**src/rtl/wdog_pkg.sv**
```systemverilog
package wdog_pkg;
  typedef enum logic [1:0] {UL_IDLE, UL_HALF, UL_OPEN} unlock_t;
  typedef enum logic [1:0] {ST_ONE, ST_TWO, ST_DONE} stage_t;

  localparam logic [7:0] KEY_FIRST  = 8'h80;
  localparam logic [7:0] KEY_SECOND = 8'h86;

  localparam logic [1:0] SEL_PRE1   = 2'd0;
  localparam logic [1:0] SEL_PRE2   = 2'd1;
  localparam logic [1:0] SEL_STAT   = 2'd2;
  localparam logic [1:0] SEL_RELOAD = 2'd3;

  localparam int BIT_RELOAD = 8;
  localparam int BIT_FLAG   = 9;

  localparam int CTL_LOCK = 0;
  localparam int CTL_EN   = 1;
  localparam int CTL_FUNC = 2;

  localparam int MODE_FAST   = 2;
  localparam int MODE_REBOOT = 5;
  localparam logic [1:0] IRQ_NONE = 2'b11;
endpackage

```
**src/rtl/wdog_unlock.sv**
```systemverilog
module wdog_unlock
  import wdog_pkg::*;
(
  input  logic       clk,
  input  logic       rst,
  input  logic       wr,
  input  logic       is_reload,
  input  logic       is_guarded,
  input  logic [7:0] key,
  output logic       grant,
  output logic       open_o
);
  unlock_t state_q, state_d;

  always_comb begin
    state_d = state_q;
    case (state_q)
      UL_IDLE: if (wr && is_reload && key == KEY_FIRST) state_d = UL_HALF;
      UL_HALF: if (wr) begin
        if (is_reload && key == KEY_SECOND)     state_d = UL_OPEN;
        else if (is_reload && key == KEY_FIRST) state_d = UL_HALF;
        else                                    state_d = UL_IDLE;
      end
      UL_OPEN: if (wr && is_guarded) state_d = UL_IDLE;
      default: state_d = UL_IDLE;
    endcase
  end

  always_ff @(posedge clk) begin
    if (rst) state_q <= UL_IDLE;
    else     state_q <= state_d;
  end

  assign open_o = (state_q == UL_OPEN);
  assign grant  = open_o && wr && is_guarded;
endmodule

```
**src/rtl/wdog_prescale.sv**
```systemverilog
module wdog_prescale #(
  parameter int SLOW_LOG = 15,
  parameter int FAST_LOG = 5
) (
  input  logic clk,
  input  logic rst,
  input  logic run,
  input  logic restart,
  input  logic fast,
  output logic tick
);
  localparam logic [SLOW_LOG-1:0] SLOW_LIM = '1;
  localparam logic [SLOW_LOG-1:0] FAST_LIM = SLOW_LOG'((1 << FAST_LOG) - 1);

  logic [SLOW_LOG-1:0] div_q;
  logic [SLOW_LOG-1:0] lim;

  assign lim  = fast ? FAST_LIM : SLOW_LIM;
  assign tick = run && (div_q >= lim);

  always_ff @(posedge clk) begin
    if (rst || !run || restart || tick) div_q <= '0;
    else                                div_q <= div_q + 1'b1;
  end
endmodule

```
**src/rtl/wdog_stages.sv**
```systemverilog
module wdog_stages
  import wdog_pkg::*;
#(
  parameter int CNT_W = 20
) (
  input  logic             clk,
  input  logic             rst,
  input  logic             en,
  input  logic             tick,
  input  logic             reload,
  input  logic             irq_mute,
  input  logic             reboot_ok,
  input  logic             irq_clr,
  input  logic             flag_clr,
  input  logic [CNT_W-1:0] pre1,
  input  logic [CNT_W-1:0] pre2,
  output logic [CNT_W-1:0] count_o,
  output logic             irq_o,
  output logic             flag_o,
  output logic             reboot_o,
  output logic             in_two
);
  stage_t            stage_q;
  logic [CNT_W-1:0]  cnt_q;
  logic              at_zero, step, end_one, end_two;

  assign at_zero = (cnt_q == '0);
  assign step    = en && !reload && tick;
  assign end_one = step && at_zero && stage_q == ST_ONE;
  assign end_two = step && at_zero && stage_q == ST_TWO;

  always_ff @(posedge clk) begin
    if (rst) begin
      cnt_q    <= '1;
      stage_q  <= ST_ONE;
      reboot_o <= 1'b0;
    end else if (!en || reload) begin
      cnt_q    <= pre1;
      stage_q  <= ST_ONE;
      reboot_o <= 1'b0;
    end else if (end_one) begin
      cnt_q   <= pre2;
      stage_q <= ST_TWO;
    end else if (end_two) begin
      stage_q  <= ST_DONE;
      reboot_o <= reboot_ok;
    end else if (step && !at_zero) begin
      cnt_q <= cnt_q - 1'b1;
    end
  end

  always_ff @(posedge clk) begin
    if (rst) begin
      irq_o  <= 1'b0;
      flag_o <= 1'b0;
    end else begin
      if (end_one && !irq_mute) irq_o <= 1'b1;
      else if (irq_clr)         irq_o <= 1'b0;
      if (end_two)              flag_o <= 1'b1;
      else if (flag_clr)        flag_o <= 1'b0;
    end
  end

  assign count_o = cnt_q;
  assign in_two  = (stage_q == ST_TWO);
endmodule

```
**src/rtl/dual_stage_wdog.sv**
```systemverilog
module dual_stage_wdog
  import wdog_pkg::*;
#(
  parameter int CNT_W    = 20,
  parameter int DATA_W   = 32,
  parameter int SLOW_LOG = 15,
  parameter int FAST_LOG = 5
) (
  input  logic              clk,
  input  logic              rst,
  input  logic              bus_wr,
  input  logic              bus_rd,
  input  logic [3:0]        bus_addr,
  input  logic [DATA_W-1:0] bus_wdata,
  output logic [DATA_W-1:0] bus_rdata,
  input  logic              ctl_wr,
  input  logic [2:0]        ctl_wdata,
  input  logic              mode_wr,
  input  logic [7:0]        mode_wdata,
  output logic [2:0]        ctl_o,
  output logic              irq_o,
  output logic              reboot_o,
  output logic [CNT_W-1:0]  count_o
);
  localparam int PAD_W = DATA_W - CNT_W;

  logic [1:0]       sel;
  logic             is_reload, is_guarded, grant, unl_open;
  logic             reload_req, flag_clr, irq_clr, tick, sticky, in_two;
  logic [CNT_W-1:0] pre1_q, pre2_q;
  logic [7:0]       mode_q;
  logic [2:0]       ctl_q;
  logic [DATA_W-1:0] rd_mux;
  logic             unused_bits;

  assign sel        = bus_addr[3:2];
  assign is_reload  = (sel == SEL_RELOAD);
  assign is_guarded = (sel != SEL_STAT);
  assign unused_bits = ^{bus_addr[1:0], bus_wdata[DATA_W-1:CNT_W], mode_q[7:6], mode_q[4:3]};

  wdog_unlock u_unlock (
    .clk(clk), .rst(rst), .wr(bus_wr), .is_reload(is_reload),
    .is_guarded(is_guarded), .key(bus_wdata[7:0]),
    .grant(grant), .open_o(unl_open)
  );

  assign reload_req = grant && is_reload && bus_wdata[BIT_RELOAD];
  assign flag_clr   = grant && is_reload && bus_wdata[BIT_FLAG];
  assign irq_clr    = bus_wr && (sel == SEL_STAT) && bus_wdata[0];

  always_ff @(posedge clk) begin
    if (rst) begin
      pre1_q <= '1;
      pre2_q <= '1;
      mode_q <= '0;
      ctl_q  <= '0;
    end else begin
      if (grant && sel == SEL_PRE1) pre1_q <= bus_wdata[CNT_W-1:0];
      if (grant && sel == SEL_PRE2) pre2_q <= bus_wdata[CNT_W-1:0];
      if (mode_wr) mode_q <= mode_wdata;
      if (ctl_wr) begin
        if (ctl_q[CTL_LOCK]) ctl_q <= ctl_q | ctl_wdata;
        else                 ctl_q <= ctl_wdata;
      end
    end
  end

  wdog_prescale #(.SLOW_LOG(SLOW_LOG), .FAST_LOG(FAST_LOG)) u_prescale (
    .clk(clk), .rst(rst), .run(ctl_q[CTL_EN]), .restart(reload_req),
    .fast(mode_q[MODE_FAST]), .tick(tick)
  );

  wdog_stages #(.CNT_W(CNT_W)) u_stages (
    .clk(clk), .rst(rst), .en(ctl_q[CTL_EN]), .tick(tick), .reload(reload_req),
    .irq_mute(mode_q[1:0] == IRQ_NONE),
    .reboot_ok(mode_q[MODE_REBOOT] && !ctl_q[CTL_FUNC]),
    .irq_clr(irq_clr), .flag_clr(flag_clr), .pre1(pre1_q), .pre2(pre2_q),
    .count_o(count_o), .irq_o(irq_o), .flag_o(sticky), .reboot_o(reboot_o),
    .in_two(in_two)
  );

  always_comb begin
    rd_mux = '0;
    case (sel)
      SEL_PRE1: rd_mux = {{PAD_W{1'b0}}, pre1_q};
      SEL_PRE2: rd_mux = {{PAD_W{1'b0}}, pre2_q};
      SEL_STAT: rd_mux[0] = irq_o;
      default:  rd_mux[BIT_FLAG] = sticky;
    endcase
  end

  always_ff @(posedge clk) begin
    if (rst)         bus_rdata <= '0;
    else if (bus_rd) bus_rdata <= rd_mux;
  end

  assign ctl_o = ctl_q;
endmodule

```
**config.mk**
```make
export PLATFORM = sky130hd
export DESIGN_NAME = dual_stage_wdog
export DESIGN_NICKNAME = d
export VERILOG_FILES = /design/src/rtl/wdog_pkg.sv /design/src/rtl/wdog_unlock.sv /design/src/rtl/wdog_prescale.sv /design/src/rtl/wdog_stages.sv /design/src/rtl/dual_stage_wdog.sv
export SDC_FILE = /design/constraint.sdc
export NUM_CORES = 1
export LEC_CHECK = 0
export ABC_AREA = 0
export BUFFER_PORTS_ARGS = -buffer_cell sky130_fd_sc_hd__buf_2
export CORE_MARGIN = 1.5
export CORE_UTILIZATION = 55
export CTS_CLUSTER_DIAMETER = 200
export DETAILED_ROUTE_END_ITERATION = 10
export PLACE_DENSITY_LB_ADDON = 0.08
export SYNTH_ARGS = -nofsm -noshare
export SYNTH_HDL_FRONTEND = slang
export SYNTH_SLANG_ARGS = --single-unit
```
**constraint.sdc**
```tcl
create_clock -name clk -period 3.3 [get_ports clk]
set_input_delay 0.165 -clock clk [delete_from_list [all_inputs] [get_ports clk]]
set_output_delay 0.165 -clock clk [all_outputs]
set_load 0.1 [all_outputs]
```
==> metrics.md, run 1 <==
| Metric | Value |
|---|---|
| Fin crit share | `83.14%` |
| Top delay family on crit path | `simple AND/OR/NAND/NOR gates` |
| Main synth FF type | `dfxtp_1` |
| Vias | `4,761` |
| Layout cells sized above 1 | `21.46%` |
| Startpoint types | `register` |
| Worst setup EP type | `register` |
| Syn Inst Count | `614` |
| CP max stage cell | `a2111oi_0` |
| Number of global-route vias before repair | `4,320` |
| Measured slew at the worst slew-check pin | `1.142 ns` |
| Mean Syn Cell Area | `8.885 µm²` |
| RSZ-0062 raised after global routing | `no` |
| Largest net degree at the start of global routing | `57` |
| CTS resizes | `0` |
| DR WL/cell | `16.75 µm` |
| GRT Util Overall | `27.00%` |
| Rows | `36` |
| DRC violations left | `0` |
| DRT Pass-1 Iters | `5` |
| Max Clk Rate | `364.5 MHz` |
| TritonCTS clock tree | `yes` |
| Die height | `102.6 µm` |
| Die area | `10,520 µm²` |
| Sw frac | `32.10%` |
| Critical path's largest stage delay | `0.53 ns` |
| GP Congestion | `0.8721` |
| Worst-Skew Late Latency | `0.38 ns` |
| Hold Worst Slack | `0.009552 ns` |
| Fin crit period | `2.744 ns` |
| Crit path arrival time | `3.00 ns` |
| Post-Layout Inst Area | `6162 µm²` |
| Fillers | `847` |
| Area share of the largest cell type after synthesis | `40.00%` |
| Initial antenna violation count | `0` |
| Outcome | `completed` |
| Io pins | `110` |
| LEAKAGE | `2.267 nW` |
| Setup violations, final | `0` |
| Pwr Total | `2.528 mW` |
| P_int | `1.717 mW` |
| Synth area leader | `dfxtp_1` |
| Starting Density | `56.33%` |
| DR iter-0 viols | `286` |
| Routed WL | `13.70 mm` |
| Final nets | `745` |
| N_diodes | `0` |
| Async S/R FF share, synth | `0%` |
| Total core area | `9684 µm²` |
| IO Port Bufs | `79` |
| TritonCTS Sinks | `109` |
| Req. time, crit path | `3.55 ns` |
| Sequential share of the synthesized area | `40.00%` |
| Reg2reg setup slack | `0.56 ns` |
| Overflow after GRT | `0` |
| Mapped Area | `5455 µm²` |
| Crit-path max FO | `15` |
| Post-DP HPWL | `9.881 mm` |
| Synth Warn # | `0` |
| Worst Setup Path Type | `reg -> reg` |
| Hold Path Class | `in -> reg` |
| Via density | `5.820` |
| Count of flip-flops with a built-in enable after synthesis | `0` |
| Setup TNS | `0 ns` |
| Seq pwr share | `53.7%` |
| Worst Path Buf+Inv | `0` |
| Die Span X | `102.6 µm` |
| Root buffer cell | `clkbuf_8` |
| Unique cell type count in the Yosys netlist | `57` |
| # Post-CTS Setup Buffers | `0` |
| Slew Limit Fails | `0` |
| ANT nets after route | `0` |
| TritonCTS Buffers | `9` |
| Fin util | `63.63%` |
| CP Cell Sequence | `ha_1 -> nand4_1 -> a2111oi_0 -> o31a_1 -> or2b_4 -> nor2_2 -> a221oi_2` |
| Slew Limit Headroom | `23.73%` |
| Max Clock Skew | `0.01336 ns` |
| First-pass GRT wire length | `22.06 mm` |
| Power per Cell Area | `410.3 nW/µm²` |
| Max clock buf depth | `2` |
| H-tree depth | `3` |
| Synth area leaders | `dfxtp_1 40%, nor2b_1 6.9%, a211o_1 6.7%` |
| Clock power share | `31.5%` |
| NetSw | `0.8116 mW` |
| Placed Instance Area | `5918 µm²` |
| Final number of hold-violating endpoints | `0` |
| Gate power share | `14.8%` |
| Post-synthesis register bit count | `109` |
| Maximum VDD drop | `0.3414 mV` |
| CTS clk-pin slew, worst paths | `0.11 ns` |
| Max cap viols | `0` |
| Synth-to-layout area growth | `12.96%` |
synth_stat cells, types with 8 or more instances:
| cell | instances |
|---|---|
| a21oi_1 | 38 |
| a31oi_1 | 9 |
| buf_4 | 13 |
| nand3_1 | 12 |
| ha_1 | 12 |
| mux2_2 | 19 |
| a211o_1 | 42 |
| nor3_1 | 31 |
| xor2_1 | 13 |
| dfxtp_1 | 109 |
| clkbuf_1 | 29 |
| o21ai_0 | 21 |
| nor2_1 | 56 |
| inv_1 | 8 |
| mux2i_1 | 10 |
| nand2_1 | 28 |
| nor2b_1 | 60 |
final cells by class:
class	instances	area, µm²	area share (%)
Clock buffer	10	137.6	2.234
Clock inverter	6	56.30	0.9137
Inverter	8	30.03	0.4873
Multi-Input combinational cell	458	3057	49.60
Sequential cell	109	2182	35.41
Tap cell	133	166.4	2.701
Timing Repair Buffer	94	533.0	8.650
layer usage:
| layer | vias up | wire (µm) | GRT usage (%) |
|---|---|---|---|
| li1 | 2327 | - | - |
| met1 | 2247 | 6625 | 39.09 |
| met2 | 171 | 6010 | 41.16 |
| met3 | 16 | 894 | 5.017 |
| met4 | 0 | 168 | 7.692 |
| met5 | - | 0 | 0 |
worst paths after layout:
kind         depth (start not counted)                      startpoint                          endpoint
min                                  2                   bus_wdata[11]           pre1_q[11]$_SDFFE_PP1P_
max                                  7          mode_q[2]$_SDFFE_PP0P_  u_stages.count_o[5]$_SDFFE_PP1P_
max reg2reg                          7          mode_q[2]$_SDFFE_PP0P_  u_stages.count_o[5]$_SDFFE_PP1P_
min reg2reg                          1  u_prescale.div_q[0]$_SDFF_PP0_    u_prescale.div_q[0]$_SDFF_PP0_
placed cells by master, fill, tap and decap left out, types with 4 or more instances in the layout:
master / instances
nand3_1: 12
nor3_1: 30
and3_1: 5
inv_1: 8
nor2_1: 56
mux2i_1: 10
buf_4: 9
dfxtp_1: 109
clkbuf_8: 10
buf_2: 79
nor2b_1: 60
a221oi_2: 7
a31oi_1: 9
nor4_1: 7
o21ai_0: 21
dlygate4sd3_1: 5
a211o_1: 42
o31a_1: 4
o211ai_1: 5
nand2_1: 28
ha_1: 12
xor2_1: 13
or3_1: 7
a21oi_1: 38
nand4_1: 6
xnor2_1: 7
conb_1: 12
mux2_2: 19
through the flow:
stage | cells | setup slack, ns
final | 818 | 0.5563
after floorplan | 625 | 0.4841
after detailed placement | 797 | 0.5586
after global placement | 797 | 0.6128
after global routing | 818 | 0.3127
after CTS | 818 | 0.5443
worst reg2reg max path, stage by stage (launching register included):
cell and delay (ns):
dfxtp_1 0.47, ha_1 0.39, nand4_1 0.12, a2111oi_0 0.53, o31a_1 0.22, or2b_4 0.37
nor2_2 0.41, a221oi_2 0.12
repair_timing:
item / in CTS / in global routing
hold buffers: 5 / 0
hold endpoints to repair: 9 / 0
endpoints found under the setup margin: 0 / 0
power by group through the flow:
stage	combinational, mW	sequential (mW)	clock [mW]
3_5_place_dp	0.368	1.39	0
3_3_place_gp	0.364	1.39	0
4_1_cts	0.374	1.36	0.813
5_1_grt	0.393	1.36	0.857
2_1_floorplan	0.168	1.53	0
6_report	0.373	1.36	0.797
cells by family after synthesis:
family	count (synthesis)	synth area share [%]
multiplexers	29	5.757
buffers and inverters	58	5.069
other	1	0.06874
flip-flops	109	40.00
AO/OA/AOI/OAI	150	19.86
adder cells (fa/ha/maj)	12	2.752
XOR/XNOR	20	3.211
AND/OR/NAND/NOR	235	23.28
registers in the layout (all words and copies together) (netlist names):
register	flops
pre2_q	20
u_prescale.div_q	15
u_stages.irq_o	1
ctl_o	3
u_stages.flag_o	1
mode_q	4
pre1_q	20
bus_rdata	20
u_unlock.state_q	2
u_stages.stage_q	2
u_stages.count_o	20
u_stages.reboot_o	1
Note: power is estimated with default switching activity, not from simulation.
==> inputs of run 2 (changes only) <==
==> constraint.sdc (replaced) <==
create_clock -name clk -period 2.6 [get_ports clk]
set_input_delay 0.13 -clock clk [delete_from_list [all_inputs] [get_ports clk]]
set_output_delay 0.13 -clock clk [all_outputs]
set_load 0.1 [all_outputs]
==> metrics.md, run 2 (synthesis results as in run 1) <==
| Metric | Value |
|---|---|
| Outcome | `completed (unchanged)` |
| Overflow after GRT | `0 (unchanged)` |
| TritonCTS Buffers | `9 (unchanged)` |
| N_diodes | `0 (unchanged)` |
| Worst setup EP type | `register (unchanged)` |
| DRT Pass-1 Iters | `5 (unchanged)` |
| Startpoint types | `register (unchanged)` |
| Number of global-route vias before repair | `4,501 (was 4,320)` |
| DR WL/cell | `16.87 µm (was 16.75 µm)` |
| Worst Setup Path Type | `reg -> reg (unchanged)` |
| Slew Limit Headroom | `57.40% (was 23.73%)` |
| Post-DP HPWL | `10.61 mm (was 9.881 mm)` |
| Die Span X | `102.6 µm (unchanged)` |
| Measured slew at the worst slew-check pin | `0.6390 ns (was 1.142 ns)` |
| Setup violations, final | `0 (unchanged)` |
| Hold EP | `ctl_o[1]$_SDFFE_PP0P_ (was pre1_q[11]$_SDFFE_PP1P_)` |
| Max clock buf depth | `2 (unchanged)` |
| DRC violations left | `0 (unchanged)` |
| Worst Path Buf+Inv | `1 (was 0)` |
| GP Congestion | `0.9434 (was 0.8721)` |
| Hold Crit Depth | `3 (was 2)` |
| Fin crit period | `2.522 ns (was 2.744 ns)` |
| Routed WL | `14.64 mm (was 13.70 mm)` |
| Largest net degree at the start of global routing | `61 (was 57)` |
| Hold Path Class | `in -> reg (unchanged)` |
| Crit path arrival time | `2.80 ns (was 3.00 ns)` |
| Fin util | `68.17% (was 63.63%)` |
| Io pins | `110 (unchanged)` |
| Setup WS post-layout | `0.07823 ns (was 0.5563 ns)` |
| Maximum VDD drop | `0.4269 mV (was 0.3414 mV)` |
| IO Port Bufs | `79 (unchanged)` |
| Rows | `36 (unchanged)` |
| Req. time, crit path | `2.88 ns (was 3.55 ns)` |
| Starting Density | `56.33% (unchanged)` |
| Reg2reg setup slack | `0.08 ns (was 0.56 ns)` |
| Crit-path max FO | `7 (was 15)` |
| Max Clock Skew | `0.01190 ns (was 0.01336 ns)` |
| Via density | `5.753 (was 5.820)` |
| Synth-to-layout area growth | `21.01% (was 12.96%)` |
| LEAKAGE | `2.480 nW (was 2.267 nW)` |
| CTS clk-pin slew, worst paths | `0.10 ns (was 0.11 ns)` |
| Vias | `4,994 (was 4,761)` |
| Top delay family on crit path | `simple AND/OR/NAND/NOR gates (unchanged)` |
| R2r startpoint | `u_stages.count_o[8]$_SDFFE_PP1P_ (was mode_q[2]$_SDFFE_PP0P_)` |
| Pre-CTS setup slack | `-0.07507 ns (was 0.5586 ns)` |
| Hold Worst Slack | `0.04340 ns (was 0.009552 ns)` |
| Total core area | `9684 µm² (unchanged)` |
| Final nets | `795 (was 745)` |
| Max Clk Rate | `396.5 MHz (was 364.5 MHz)` |
| Worst-Skew Late Latency | `0.39 ns (was 0.38 ns)` |
| Layout cells sized above 1 | `25.31% (was 21.46%)` |
| Max cap viols | `0 (unchanged)` |
| Commonest non-fill, non-tap cell in the layout | `dfxtp_1 (unchanged)` |
| GRT Util Overall | `28.39% (was 27.00%)` |
| Worst Hold Launch | `ctl_wr (was bus_wdata[11])` |
| H-tree depth | `3 (unchanged)` |
| ANT nets after route | `0 (unchanged)` |
| Placed Instance Area | `6097 µm² (was 5918 µm²)` |
| First-pass GRT wire length | `22.99 mm (was 22.06 mm)` |
| TritonCTS clock tree | `yes (unchanged)` |
| DR iter-0 viols | `337 (was 286)` |
| Critical path's largest stage delay | `0.59 ns (was 0.53 ns)` |
| CP max stage cell | `or4_4 (was a2111oi_0)` |
| Worst R2R End | `u_stages.count_o[18]$_SDFFE_PP1P_ (was u_stages.count_o[5]$_SDFFE_PP1P_)` |
| Die height | `102.6 µm (unchanged)` |
| Die area | `10,520 µm² (unchanged)` |
| FF-to-FF path depth | `7 (unchanged)` |
| CP Cell Sequence | `or4_4 -> nor4b_4 -> buf_4 -> nor3b_4 -> nor2_2 -> or3_1 -> a21o_1 (was ha_1 -> nand4_1 -> a2111oi_0 -> o31a_1 -> or2b_4 -> nor2_2 -> a221oi_2)` |
| Final number of hold-violating endpoints | `0 (unchanged)` |
| Commonest non-fill, non-tap cells in the layout | `99 x dfxtp_1, 79 x buf_2, 60 x nor2b_1, 55 x nor2_1, 42 x a211o_1 (was 109 x dfxtp_1, 79 x buf_2, 60 x nor2b_1, 56 x nor2_1, 42 x a211o_1)` |
| Fin crit share | `96.99% (was 83.14%)` |
| Slew Limit Fails | `0 (unchanged)` |
| TritonCTS Sinks | `109 (unchanged)` |
| RSZ-0062 raised after global routing | `yes (was no)` |
| Setup TNS | `0 ns (unchanged)` |
| Initial antenna violation count | `0 (unchanged)` |
| Power per Cell Area | `487.5 nW/µm² (was 410.3 nW/µm²)` |
| Post-Layout Inst Area | `6601 µm² (was 6162 µm²)` |
| Root buffer cell | `clkbuf_8 (unchanged)` |
-- run 2: cell count changes in the layout (fill, tap and decap cells not counted), sizes merged --
| cell | previous run | this run |
|---|---|---|
| dlygate4sd3 | 5 | 28 |
| clkinvlp | 2 | 1 |
| buf | 89 | 116 |
| clkbuf | 10 | 11 |
-- run 2: layer usage --
metal	global-route usage, %	wire, µm	vias up	part of all wire [%]
li1	-	-	2430	-
met1	39.18	6912	2388	47
met2	44.52	6630	158	45
met3	7.458	863	18	5.9
met4	6.955	235	0	1.6
met5	0	0	-	0
-- run 2: repair_timing --
| item | in CTS | in global routing |
|---|---|---|
| buffers inserted | 0 | 3 |
| hold endpoints to repair | 46 | 0 |
| endpoints found under the setup margin | 8 | 9 |
| resized for setup | 3 | 5 |
| hold buffers | 28 | 0 |
| pin swaps | 0 | 1 |
-- run 2: worst min-delay path, stage by stage --
cell,delay [ns]
buf_2,0.11
a22oi_1,0.08
nor2_1,0.08
-- run 2: worst max path at each step --
stage                                 startpoint                                end  slack [ns]  cells after the start
2_1_floorplan  u_stages.count_o[11]$_SDFFE_PP1P_  u_stages.count_o[18]$_SDFFE_PP1P_       -0.02                      6
3_3_place_gp              mode_q[2]$_SDFFE_PP0P_  u_stages.count_o[13]$_SDFFE_PP1P_        0.08                      8
3_5_place_dp              mode_q[2]$_SDFFE_PP0P_   u_stages.count_o[7]$_SDFFE_PP1P_       -0.08                      8
4_1_cts        u_stages.count_o[15]$_SDFFE_PP1P_   u_stages.count_o[7]$_SDFFE_PP1P_        0.04                      7
5_1_grt         u_stages.count_o[8]$_SDFFE_PP1P_  u_stages.count_o[18]$_SDFFE_PP1P_       -0.02                      7
6_report        u_stages.count_o[8]$_SDFFE_PP1P_  u_stages.count_o[18]$_SDFFE_PP1P_        0.08                      7
-- run 2: metrics by stage --
step,cells,power [mW]
4_1_cts,865,3.251
5_1_grt,868,3.335
3_3_place_gp,821,2.231
3_5_place_dp,821,2.236
6_report,868,3.218
2_1_floorplan,625,2.151
-- run 2: power by group --
group / internal (mW) / switching, mW / total [mW]
logic: 0.119 / 0.394 / 0.513
clock network: 0.386 / 0.597 / 0.983
registers: 1.70 / 0.0229 / 1.72
-- run 2: area by class of cell --
| type | instances | area, µm² |
|---|---|---|
| Fill cell | 821 | 3083 |
| Tap cell | 133 | 166.4 |
| Timing Repair Buffer | 144 | 953.4 |
| Sequential cell | 109 | 2197 |
| Multi-Input combinational cell | 458 | 3072 |
| Clock inverter | 5 | 41.29 |
| Clock buffer | 11 | 141.4 |
| Inverter | 8 | 30.03 |
==> inputs of run 3 (changes only) <==
--- a/config.mk
+++ b/config.mk
@@ -8,7 +8,7 @@
 export ABC_AREA = 0
 export BUFFER_PORTS_ARGS = -buffer_cell sky130_fd_sc_hd__buf_2
 export CORE_MARGIN = 1.5
-export CORE_UTILIZATION = 55
+export CORE_UTILIZATION = 45
 export CTS_CLUSTER_DIAMETER = 200
 export DETAILED_ROUTE_END_ITERATION = 10
 export PLACE_DENSITY_LB_ADDON = 0.08
==> metrics.md, run 3 (synthesis results as in run 1) <==
| Metric | Value |
|---|---|
| Measured slew at the worst slew-check pin | `0.6314 ns (was 0.6390 ns)` |
| Outcome | `completed (unchanged)` |
| Setup violations, final | `0 (unchanged)` |
| First-pass GRT wire length | `24.02 mm (was 22.99 mm)` |
| Final nets | `778 (was 795)` |
| TritonCTS clock tree | `yes (unchanged)` |
| Root buffer cell | `clkbuf_16 (was clkbuf_8)` |
| DRT Pass-1 Iters | `4 (was 5)` |
| Worst setup EP type | `register (unchanged)` |
| DR iter-0 viols | `256 (was 337)` |
| Die Span X | `113.1 µm (was 102.6 µm)` |
| DRC violations left | `0 (unchanged)` |
| Max Clock Skew | `0.006199 ns (was 0.01190 ns)` |
| H-tree depth | `3 (unchanged)` |
| Io pins | `110 (unchanged)` |
| Total core area | `11,910 µm² (was 9684 µm²)` |
| TritonCTS Buffers | `9 (unchanged)` |
| Final Non-Filler Cells | `865 (was 868)` |
| Req. time, crit path | `2.88 ns (about the same)` |
| Starting Density | `45.80% (was 56.33%)` |
| Die area | `12,790 µm² (was 10,520 µm²)` |
| CTS clk-pin slew, worst paths | `0.07 ns (was 0.10 ns)` |
| Worst-Skew Late Latency | `0.36 ns (was 0.39 ns)` |
| Commonest non-fill, non-tap cells in the layout | `99 x dfxtp_1, 79 x buf_2, 60 x nor2b_1, 56 x nor2_1, 42 x a211o_1 (was 99 x dfxtp_1, 79 x buf_2, 60 x nor2b_1, 55 x nor2_1, 42 x a211o_1)` |
| ANT nets after route | `0 (unchanged)` |
| Hold Worst Slack | `0.008620 ns (was 0.04340 ns)` |
| Setup WS post-layout | `0.1381 ns (was 0.07823 ns)` |
| Maximum VDD drop | `0.4744 mV (was 0.4269 mV)` |
| LEAKAGE | `2.460 nW (was 2.480 nW)` |
| Routed WL | `14.87 mm (was 14.64 mm)` |
| Slew Limit Fails | `0 (unchanged)` |
| Largest net degree at the start of global routing | `49 (was 61)` |
| Layout cells sized above 1 | `26.18% (was 25.31%)` |
| Initial antenna violation count | `0 (unchanged)` |
| Hold Path Class | `in -> reg (unchanged)` |
| TritonCTS Sinks | `109 (unchanged)` |
| Slew Limit Headroom | `57.91% (was 57.40%)` |
| Worst Setup Path Type | `reg -> reg (unchanged)` |
| Via density | `5.621 (was 5.753)` |
| Max Clk Rate | `406.2 MHz (was 396.5 MHz)` |
| Post-Place Cells | `837 (was 821)` |
| Final number of hold-violating endpoints | `0 (unchanged)` |
| DR WL/cell | `17.18 µm (was 16.87 µm)` |
| Number of global-route vias before repair | `4,634 (was 4,501)` |
| Die height | `113.1 µm (was 102.6 µm)` |
| Fin crit period | `2.462 ns (was 2.522 ns)` |
| Power per Cell Area | `541.9 nW/µm² (was 487.5 nW/µm²)` |
| Fin crit share | `94.69% (was 96.99%)` |
| Fin util | `55.02% (was 68.17%)` |
| GRT Util Overall | `23.51% (was 28.39%)` |
| Vias | `4,862 (was 4,994)` |
| GP Congestion | `0.8172 (was 0.9434)` |
| Synth-to-layout area growth | `20.14% (was 21.01%)` |
| Pre-CTS setup slack | `-0.01996 ns (was -0.07507 ns)` |
| Crit-path max FO | `8 (was 7)` |
| Crit path arrival time | `2.75 ns (was 2.80 ns)` |
| Max cap viols | `0 (unchanged)` |
| IO Port Bufs | `79 (unchanged)` |
| Post-DP HPWL | `10.88 mm (was 10.61 mm)` |
| Max clock buf depth | `2 (unchanged)` |
| Commonest non-fill, non-tap cell in the layout | `dfxtp_1 (unchanged)` |
| Rows | `40 (was 36)` |
| Overflow after GRT | `0 (unchanged)` |
| N_diodes | `0 (unchanged)` |
| Startpoint types | `register (unchanged)` |
run 3: final cells by class:
type,instances,area [µm²]
repair buffers,127,780.7
clock buffers,10,229.0
flip-flops and latches,109,2195
fillers,1144,5358
inverters,8,30.03
multi-input cells,458,3077
well taps,147,183.9
clock inverters,6,58.81
run 3: worst paths after layout:
| check | startpoint | to | slack [ns] | depth (start not counted) |
|---|---|---|---|---|
| setup / recovery | u_stages.count_o[15]$_SDFFE_PP1P_ | u_stages.count_o[0]$_SDFFE_PP1P_ | 0.14 | 7 |
| hold / removal | mode_wdata[0] | mode_q[0]$_SDFFE_PP0P_ | 0.009 | 3 |
| setup reg to reg | u_stages.count_o[15]$_SDFFE_PP1P_ | u_stages.count_o[0]$_SDFFE_PP1P_ | 0.14 | 7 |
| hold reg to reg | u_stages.reboot_o$_SDFFE_PP0P_ | u_stages.reboot_o$_SDFFE_PP0P_ | 0.45 | 2 |
run 3: per-stage QoR:
stage / cell area, µm² / power [mW] / setup TNS (ns)
after floorplan: 5513 / 2.151 / -0.02065
after global placement: 6130 / 2.233 / 0
after detailed placement: 6130 / 2.238 / -0.07572
after CTS: 6523 / 3.582 / -0.003692
after global routing: 6554 / 3.669 / -0.0004294
final: 6554 / 3.551 / 0
run 3: critical path, stage by stage (launching register included):
cell,delay [ns]
dfxtp_2,0.35
or4_4,0.56
nor4b_4,0.42
nor3b_4,0.36
or2b_4,0.28
buf_4,0.18
o21ai_0,0.09
a31oi_1,0.16
run 3: repair_timing:
item | CTS | global route
hold buffers | 10 | 0
setup buffers | 0 | 2
gates resized for setup | 1 | 6
setup endpoints to repair | 7 | 35
endpoints found under the hold margin | 15 | 0
run 3: per-layer routing:
metal	wire length [µm]	part of all wire [%]	GRT usage, %
met1	7257	49	33.37
met2	6399	43	35.43
met3	928	6.2	5.463
met4	279	1.9	7.500
met5	0	0	0
run 3: power breakdown:
part | switching (mW) | leakage [nW] | internal (mW)
clock network | 0.668 | 0.142 | 0.671
registers | 0.0227 | 0.883 | 1.70
logic | 0.391 | 1.44 | 0.0995
